$ cat src/rtl/video_trs_pkg.sv
package video_trs_pkg;

  typedef struct packed {
    logic f;
    logic v;
    logic h;
  } xy_t;

  typedef enum logic [1:0] {
    PH_CB = 2'd0,
    PH_Y0 = 2'd1,
    PH_CR = 2'd2,
    PH_Y1 = 2'd3
  } phase_e;

  function automatic logic [3:0] prot_bits(input xy_t s);
    return {s.v ^ s.h, s.f ^ s.h, s.f ^ s.v, s.f ^ s.v ^ s.h};
  endfunction

endpackage

$ cat src/rtl/trs_detect.sv
module trs_detect
  import video_trs_pkg::*;
#(
  parameter int WORD_W = 10
) (
  input  logic              clk,
  input  logic              rst,
  input  logic              acc,
  input  logic [WORD_W-1:0] word,
  output logic              is_status,
  output logic              stat_ok,
  output logic              is_sample,
  output xy_t               xy,
  output logic [7:0]        code8
);
  localparam logic [WORD_W-1:0] ONES  = '1;
  localparam logic [WORD_W-1:0] ZEROS = '0;

  logic [1:0] cnt;
  logic       pre_word;

  always_comb begin
    code8     = word[WORD_W-1 -: 8];
    xy        = '{f: code8[6], v: code8[5], h: code8[4]};
    is_status = (cnt == 2'd3);
    stat_ok   = is_status && code8[7] && (code8[3:0] == prot_bits(xy));
    pre_word  = (word == ONES) ||
                (((cnt == 2'd1) || (cnt == 2'd2)) && (word == ZEROS));
    is_sample = !is_status && !pre_word;
  end

  always_ff @(posedge clk) begin
    if (rst) begin
      cnt <= 2'd0;
    end else if (acc) begin
      if (cnt == 2'd3)
        cnt <= 2'd0;
      else if (word == ONES)
        cnt <= 2'd1;
      else if (((cnt == 2'd1) || (cnt == 2'd2)) && (word == ZEROS))
        cnt <= cnt + 2'd1;
      else
        cnt <= 2'd0;
    end
  end
endmodule

$ cat src/rtl/chroma_demux.sv
module chroma_demux
  import video_trs_pkg::*;
#(
  parameter int WORD_W = 10
) (
  input  logic              clk,
  input  logic              rst,
  input  logic              take,
  input  logic              start_line,
  input  logic              stop_line,
  input  logic [WORD_W-1:0] word,
  output logic              emit,
  output logic [WORD_W-1:0] emit_y,
  output logic [WORD_W-1:0] emit_cb,
  output logic [WORD_W-1:0] emit_cr
);
  logic              active;
  phase_e            phase;
  logic [WORD_W-1:0] cb_q, cr_q, y0_q;

  always_comb begin
    emit    = take && active && ((phase == PH_CR) || (phase == PH_Y1));
    emit_y  = (phase == PH_CR) ? y0_q : word;
    emit_cr = (phase == PH_CR) ? word : cr_q;
    emit_cb = cb_q;
  end

  always_ff @(posedge clk) begin
    if (rst) begin
      active <= 1'b0;
      phase  <= PH_CB;
      cb_q   <= '0;
      cr_q   <= '0;
      y0_q   <= '0;
    end else if (start_line) begin
      active <= 1'b1;
      phase  <= PH_CB;
    end else if (stop_line) begin
      active <= 1'b0;
      phase  <= PH_CB;
    end else if (take && active) begin
      case (phase)
        PH_CB:   cb_q <= word;
        PH_Y0:   y0_q <= word;
        PH_CR:   cr_q <= word;
        default: ;
      endcase
      phase <= phase_e'(phase + 2'd1);
    end
  end
endmodule

$ cat src/rtl/video_trs_decoder.sv
module video_trs_decoder
  import video_trs_pkg::*;
#(
  parameter int WORD_W = 10
) (
  input  logic              clk,
  input  logic              rst,
  input  logic              in_valid,
  output logic              in_ready,
  input  logic [WORD_W-1:0] in_data,
  output logic              pix_valid,
  input  logic              pix_ready,
  output logic [WORD_W-1:0] pix_y,
  output logic [WORD_W-1:0] pix_cb,
  output logic [WORD_W-1:0] pix_cr,
  output logic              fld_f,
  output logic              vblank,
  output logic              hflag,
  output logic              sav_pulse,
  output logic              eav_pulse,
  output logic              field_start,
  output logic              code_err
);
  logic              acc, is_status, stat_ok, is_sample;
  logic              stat_good, stat_bad, start_line, stop_line, emit;
  xy_t               xy;
  logic [7:0]        code8;
  logic [WORD_W-1:0] e_y, e_cb, e_cr;

  assign in_ready   = !pix_valid || pix_ready;
  assign acc        = in_valid && in_ready;
  assign stat_good  = acc && stat_ok;
  assign stat_bad   = acc && is_status && !stat_ok;
  assign start_line = stat_good && !xy.h && !xy.v;
  assign stop_line  = stat_good && (xy.h || xy.v);

  trs_detect #(.WORD_W(WORD_W)) u_det (
    .clk(clk), .rst(rst), .acc(acc), .word(in_data),
    .is_status(is_status), .stat_ok(stat_ok), .is_sample(is_sample),
    .xy(xy), .code8(code8)
  );

  chroma_demux #(.WORD_W(WORD_W)) u_dmx (
    .clk(clk), .rst(rst), .take(acc && is_sample),
    .start_line(start_line), .stop_line(stop_line), .word(in_data),
    .emit(emit), .emit_y(e_y), .emit_cb(e_cb), .emit_cr(e_cr)
  );

  always_ff @(posedge clk) begin
    if (rst) begin
      pix_valid   <= 1'b0;
      pix_y       <= '0;
      pix_cb      <= '0;
      pix_cr      <= '0;
      fld_f       <= 1'b0;
      vblank      <= 1'b0;
      hflag       <= 1'b0;
      sav_pulse   <= 1'b0;
      eav_pulse   <= 1'b0;
      field_start <= 1'b0;
      code_err    <= 1'b0;
    end else begin
      sav_pulse   <= stat_good && !xy.h;
      eav_pulse   <= stat_good && xy.h;
      field_start <= stat_good && ((code8 == 8'h80) || (code8 == 8'hC7));
      code_err    <= stat_bad;
      if (stat_good) begin
        fld_f  <= xy.f;
        vblank <= xy.v;
        hflag  <= xy.h;
      end
      if (emit) begin
        pix_valid <= 1'b1;
        pix_y     <= e_y;
        pix_cb    <= e_cb;
        pix_cr    <= e_cr;
      end else if (pix_ready) begin
        pix_valid <= 1'b0;
      end
    end
  end
endmodule

$ cat config.mk
export PLATFORM = sky130hd
export DESIGN_NAME = video_trs_decoder
export DESIGN_NICKNAME = d
export VERILOG_FILES = /design/src/rtl/video_trs_pkg.sv /design/src/rtl/trs_detect.sv /design/src/rtl/chroma_demux.sv /design/src/rtl/video_trs_decoder.sv
export SDC_FILE = /design/constraint.sdc
export NUM_CORES = 1
export LEC_CHECK = 0
export BUFFER_PORTS_ARGS = -buffer_cell sky130_fd_sc_hd__buf_2
export CORE_UTILIZATION = 40
export DETAILED_ROUTE_END_ITERATION = 6
export PLACE_DENSITY_LB_ADDON = 0.15
export SLEW_MARGIN = 5
export SYNTH_ARGS = -nofsm -noshare
export SYNTH_HDL_FRONTEND = slang
export SYNTH_SLANG_ARGS = --single-unit
$ cat constraint.sdc
create_clock -name clk -period 2.2 [get_ports clk]
set_input_delay 0.22 -clock clk [delete_from_list [all_inputs] [get_ports clk]]
set_output_delay 0.22 -clock clk [all_outputs]
set_load 0.005 [all_outputs]
==> results of run 1 <==
[how the worst max path moves through the flow]
stage / start / end / slack [ns] / cells past startpoint
after global placement: in_data[7] / field_start / 0.15 / 7
after floorplan: in_data[6] / pix_cb[1] / 0.33 / 9
after CTS: u_det.cnt[0] / pix_cb[2] / 0.22 / 7
after global routing: u_det.cnt[0] / pix_cb[5] / 0.12 / 7
after detailed placement: in_data[7] / field_start / 0.15 / 7
final: u_det.cnt[0] / pix_cb[7] / 0.23 / 7
[stage by stage]
stage / hold slack [ns] / power [mW] / setup WS, ns / instances / instance area [um^2]
5_1_grt: 0.2288 / 2.807 / 0.1156 / 461 / 3824
4_1_cts: 0.2111 / 2.740 / 0.2185 / 461 / 3824
6_report: 0.2226 / 2.705 / 0.2261 / 461 / 3824
2_1_floorplan: 0.3639 / 1.430 / 0.3319 / 310 / 3257
3_3_place_gp: 0.4518 / 1.466 / 0.1485 / 445 / 3580
3_5_place_dp: 0.4554 / 1.467 / 0.1460 / 445 / 3580
[per-layer routing]
metal / wire (um) / share of wire (%) / track usage (%) / up-vias
li1: - / - / - / 1162
met3: 203 / 2.9 / 3.897 / 7
met1: 3553 / 51 / 23.41 / 1111
met4: 97 / 1.4 / 7.813 / 0
met2: 3100 / 45 / 27.74 / 32
met5: 0 / 0 / 0 / -
[where the power goes]
| group | switching (mW) | internal [mW] | total, mW |
|---|---|---|---|
| Sequential | 0.00000550 | 1.32 | 1.32 |
| Combinational | 0.0810 | 0.0337 | 0.115 |
| Clock | 0.487 | 0.783 | 1.27 |
[cell type report]
cell class | instances | area share, %
Sequential cell | 73 | 38.22
Timing Repair Buffer | 63 | 9.948
Tap cell | 102 | 3.338
Clock inverter | 5 | 2.683
Clock buffer | 11 | 3.698
Multi-Input combinational cell | 200 | 41.43
Inverter | 7 | 0.6872
[critical path, delay by kind of cell (launching register included)]
| kind | cells | cell delay (ns) |
|---|---|---|
| fa+ha+maj | 1 | 0.29 |
| compound gates | 2 | 0.59 |
| mux | 1 | 0.20 |
| buf+inv | 1 | 0.21 |
| simple gates | 2 | 0.22 |
| flops | 1 | 0.33 |
[state kept, by name (all words and copies together), names as in the netlist, 2 cells and up]
| register | cells |
|---|---|
| u_dmx.y0_q | 10 |
| u_dmx.cr_q | 10 |
| u_dmx.emit_cb | 10 |
| u_det.cnt | 2 |
| u_dmx.phase | 2 |
| pix_cr | 10 |
| pix_cb | 10 |
| pix_y | 10 |
[cells by family after synthesis]
logic type / synth area share [%]
xor gates and xnor gates: 1.767
buffers and inverters: 6.531
AOI/OAI and AO/OA: 11.03
DFF: 44.87
adders and majority gates: 2.689
muxes: 19.67
and+or+nand+nor: 13.45
[Yosys cell counts, types with 3 or more instances]
cell,n,area share (%)
clkbuf_1,12,1.4
buf_6,5,1.7
inv_1,7,0.81
nand4_1,5,0.96
mux2i_1,64,20
buf_4,8,1.8
a211oi_2,20,7.7
nor3_1,6,0.92
dfxtp_1,73,45
buf_2,5,0.77
ha_1,7,2.7
o21ai_0,3,0.46
nor2_1,66,7.6
==> flow_summary.yaml, run 1 <==
status:
  status: "complete, no violations"
worst_setup_path:
  cp-start-kind: "register"
  crit_slowest_cell: "dfxtp_1"
  rr_worst_depth: 7
  critPathArrivalTime_ns: 2.18
  slowest_delay_ns: 0.33
  worstPathCellList: "ha_1 -> nor4b_2 -> a41oi_2 -> o2111a_2 -> buf_12 -> mux2i_1 -> nor2_1"
  worstPathRequired_ns: 2.40
  timing.rr.start: "u_det.cnt[0]"
  end_kind: "register"
  reg2reg_setup_slack_ns: 0.23
  criticalPathCategory: "reg -> reg"
  crit_fanout: 26
  timing.rr.end: "pix_cb[7]"
logic_synthesis:
  synthCells: 310
  yosys_register_bits: 73
  synth-warning-count: 0
  ys.flop_type: "dfxtp_1"
  syn_nets: 331
  synth-async-reset-ratio_pct: 0
  synth_edf_count: 0
  avgSynthCellArea_um2: 10.51
  synth_cell_types: 37
  synth_area_um2: 3257
  ys_seq_area_share_pct: 44.87
clock_tree:
  cts_tree: "built"
  cts-root-buf: "clkbuf_8"
  post_cts_buffers: 0
  clkLatencyLatePin_ns: 0.34
  hold_buffers: 0
  clk_pin_slew_ns: 0.08
  cts-htree-levels: 3
  cts.path.max_buffers: 2
  cts_num_sinks: 73
  cts_resized: 0
  cts_made_buffers: 9
timing:
  rsz0062_at_grt: "no"
  setup_tns_ns: 0
  finalSetupViolations: 0
  hold_viol_final: 0
  min_period_ns: 1.974
  timing.fmax_ghz: 0.5066
  worst_slew_pin_slew_ns: 0.6879
  final.period_utilization_pct: 89.72
  slew_viol_final: 0
  skew_ns: 0.007162
  slew_headroom_pct: 54.14
worst_hold_path:
  min_path_cells: 2
  holdPathEnd: "u_dmx.active"
  hp-start: "in_data[6]"
  min_path_type: "in -> reg"
routing:
  routed_via_density: 5.015
  postRouteAntennaNets: 0
  drt-total-wl_mm: 6.954
  drc_errors: 0
  via_count: 2312
  drtIter0Drc: 88
  post_drt_wl_per_cell_um: 15.08
  drtPass1Iterations: 4
global_routing:
  grt_first_pass_wirelength_mm: 11.62
  first_global_vias: 2279
  grtUsageTotal_pct: 17.75
  grt_overflow: 0
  grt_max_degree: 41
  antenna_found_initial: 0
final_layout:
  fill_cells: 768
  fin_util_pct: 48.97
  multi_input_area_um2: 1584
  drive_above_1_share_pct: 29.25
  layout_common_cells: "dfxtp_1 (73), nor2_1 (66), mux2i_1 (64)"
  final_common_cell: "dfxtp_1"
  antenna_cells: 0
  seqCellArea_um2: 1461
  area_growth_pct: 17.40
  final_nets: 375
die:
  die_w_um: 92.24
  ioPinCount: 53
  die_y_um: 92.24
  rows: 32
  start_util_pct: 41.71
  dieArea_um2: 8507
  coreArea_um2: 7807
placed_design:
  io_buffer_count: 52
  gp_routability_congestion: 0.7592
  hpwl_mm: 4.626
flow_run:
  maxCapViolations: 0
power:
  pwr_density_cell_nw_per_um2: 707.3
  vdd_ir_drop_max_uv: 327.7
  leakagePower_nw: 1.684
(Power assumes the default switching activity.)
==> run 2, diff against run 1 <==
- CORE_UTILIZATION: 40 -> 45
==> flow_summary.yaml, run 2 (synthesized netlist as in run 1, its figures left out) <==
timing:
  final.period_utilization_pct: 90.51
  setup_tns_ns: 0
  fin_hold_ws_ns: 0.2174
  rsz0062_at_grt: "no"
  timing.fmax_ghz: 0.5022
  min_period_ns: 1.991
  slew_headroom_pct: 58.45
  finalSetupViolations: 0
  slew_viol_final: 0
  skew_ns: 0.007990
  worst_slack_ns: 0.2087
  hold_viol_final: 0
  worst_slew_pin_slew_ns: 0.6233
power:
  vdd_ir_drop_max_uv: 366.2
  leakagePower_nw: 1.651
  pwr_density_cell_nw_per_um2: 620.2
final_layout:
  area_growth_pct: 14.25
  stdcell_count: 455
  antenna_cells: 0
  layout_common_cells: "dfxtp_1 (73), nor2_1 (66), mux2i_1 (64)"
  final_common_cell: "dfxtp_1"
  finalInstanceArea_um2: 3721
  drive_above_1_share_pct: 29.53
  final_nets: 375
global_routing:
  grt_max_degree: 42
  first_global_vias: 2174
  grt_overflow: 0
  grtUsageTotal_pct: 19.44
  grt_first_pass_wirelength_mm: 11.04
  antenna_found_initial: 0
die:
  dieArea_um2: 7582
  rows: 30
  coreArea_um2: 6907
  die_w_um: 87.08
  start_util_pct: 47.16
  ioPinCount: 53
  die_y_um: 87.08
status:
  status: "complete, no violations"
placed_design:
  place_area_um2: 3560
  hpwl_mm: 4.511
  io_buffer_count: 52
  dp_slack_ns: 0.2011
  dp_cells: 439
  gp_routability_congestion: 0.8558
routing:
  drt-total-wl_mm: 6.791
  routed_via_density: 5.037
  post_drt_wl_per_cell_um: 14.93
  drtPass1Iterations: 4
  drc_errors: 0
  postRouteAntennaNets: 0
  via_count: 2292
  drtIter0Drc: 104
worst_setup_path:
  crit_fanout: 10
  reg2reg_setup_slack_ns: 0.21
  critPathArrivalTime_ns: 2.19
  crit_slowest_cell: "dfxtp_1"
  startpoint: "u_det.cnt[0]"
  crit_family: "compound AO/OA/AOI/OAI gates"
  timing.rr.end: "pix_cb[8]"
  cp-start-kind: "register"
  worstPathCellList: "ha_1 -> nor4b_2 -> a41oi_2 -> o2111a_2 -> buf_4 -> mux2i_1 -> nor2_1"
  end_kind: "register"
  critPathBufInv: 1
  slowest_delay_ns: 0.33
  rr_worst_depth: 7
  crit_end: "pix_cb[8]"
  timing.rr.start: "u_det.cnt[0]"
  criticalPathCategory: "reg -> reg"
  worstPathRequired_ns: 2.40
  critical_path_cell_count: 7
worst_hold_path:
  min_path_cells: 2
  min_path_type: "in -> reg"
clock_tree:
  cts_made_buffers: 9
  hold_buffers: 0
  cts-htree-levels: 3
  post_cts_buffers: 0
  cts_resized: 0
  cts-root-buf: "clkbuf_8"
  clkLatencyLatePin_ns: 0.33
  clk_pin_slew_ns: 0.08
  cts_num_sinks: 73
  cts_tree: "built"
  cts.path.max_buffers: 2
flow_run:
  maxCapViolations: 0
## run 2: cell types whose count changed in the layout (fill, tap and decap cells not counted), sizes merged
cell	before	now
clkbuf	11	9
clkinv	1	6
bufinv	3	0
## run 2: worst register-to-register path, cell delays in order, from the launching register on
cell      delay, ns
dfxtp_1        0.33
ha_1           0.29
nor4b_2        0.17
a41oi_2        0.29
o2111a_2       0.28
buf_4          0.22
mux2i_1        0.22
nor2_1         0.05
## run 2: area by class of cell
type                       count  area [um^2]
clock inverter                 7        37.54
multi-input combinational    200         1584
fill                         648         3186
sequential                    73         1461
timing repair buffer          63        367.9
inverter                       7        26.28
tap                           96        120.1
clock buffer                   9        123.9
## run 2: worst min path at each step
stage,startpoint,endpoint,slack [ns]
after detailed placement,u_det.cnt[1],u_det.cnt[1],0.46
after global routing,in_data[6],sav_pulse,0.21
after global placement,u_det.cnt[1],u_det.cnt[1],0.45
final,in_data[6],sav_pulse,0.22
after floorplan,in_data[0],u_dmx.cr_q[0],0.36
after CTS,in_data[6],sav_pulse,0.19
## run 2: where the power goes
| group | switching [mW] | leakage (nW) | internal (mW) |
|---|---|---|---|
| Clock | 0.473 | 0.0883 | 0.397 |
| Sequential | 0.00000717 | 0.588 | 1.32 |
| Combinational | 0.0823 | 0.975 | 0.0359 |
| Total | 0.555 | 1.65 | 1.75 |
## run 2: per-stage QoR
| stage | power, mW | util [%] |
|---|---|---|
| 4_1_cts | 2.345 | 53.88 |
| 6_report | 2.308 | 53.88 |
| 2_1_floorplan | 1.430 | - |
| 5_1_grt | 2.413 | 53.88 |
| 3_5_place_dp | 1.469 | 51.54 |
| 3_3_place_gp | 1.469 | 51.54 |
## run 2: routing by layer
| layer | track usage [%] | part of all wire [%] | vias up |
|---|---|---|---|
| met5 | 0 | 0 | - |
| li1 | - | - | 1155 |
| met4 | 8.636 | 1.2 | 0 |
| met1 | 26.64 | 51 | 1082 |
| met3 | 4.171 | 4.2 | 8 |
| met2 | 29.35 | 44 | 47 |
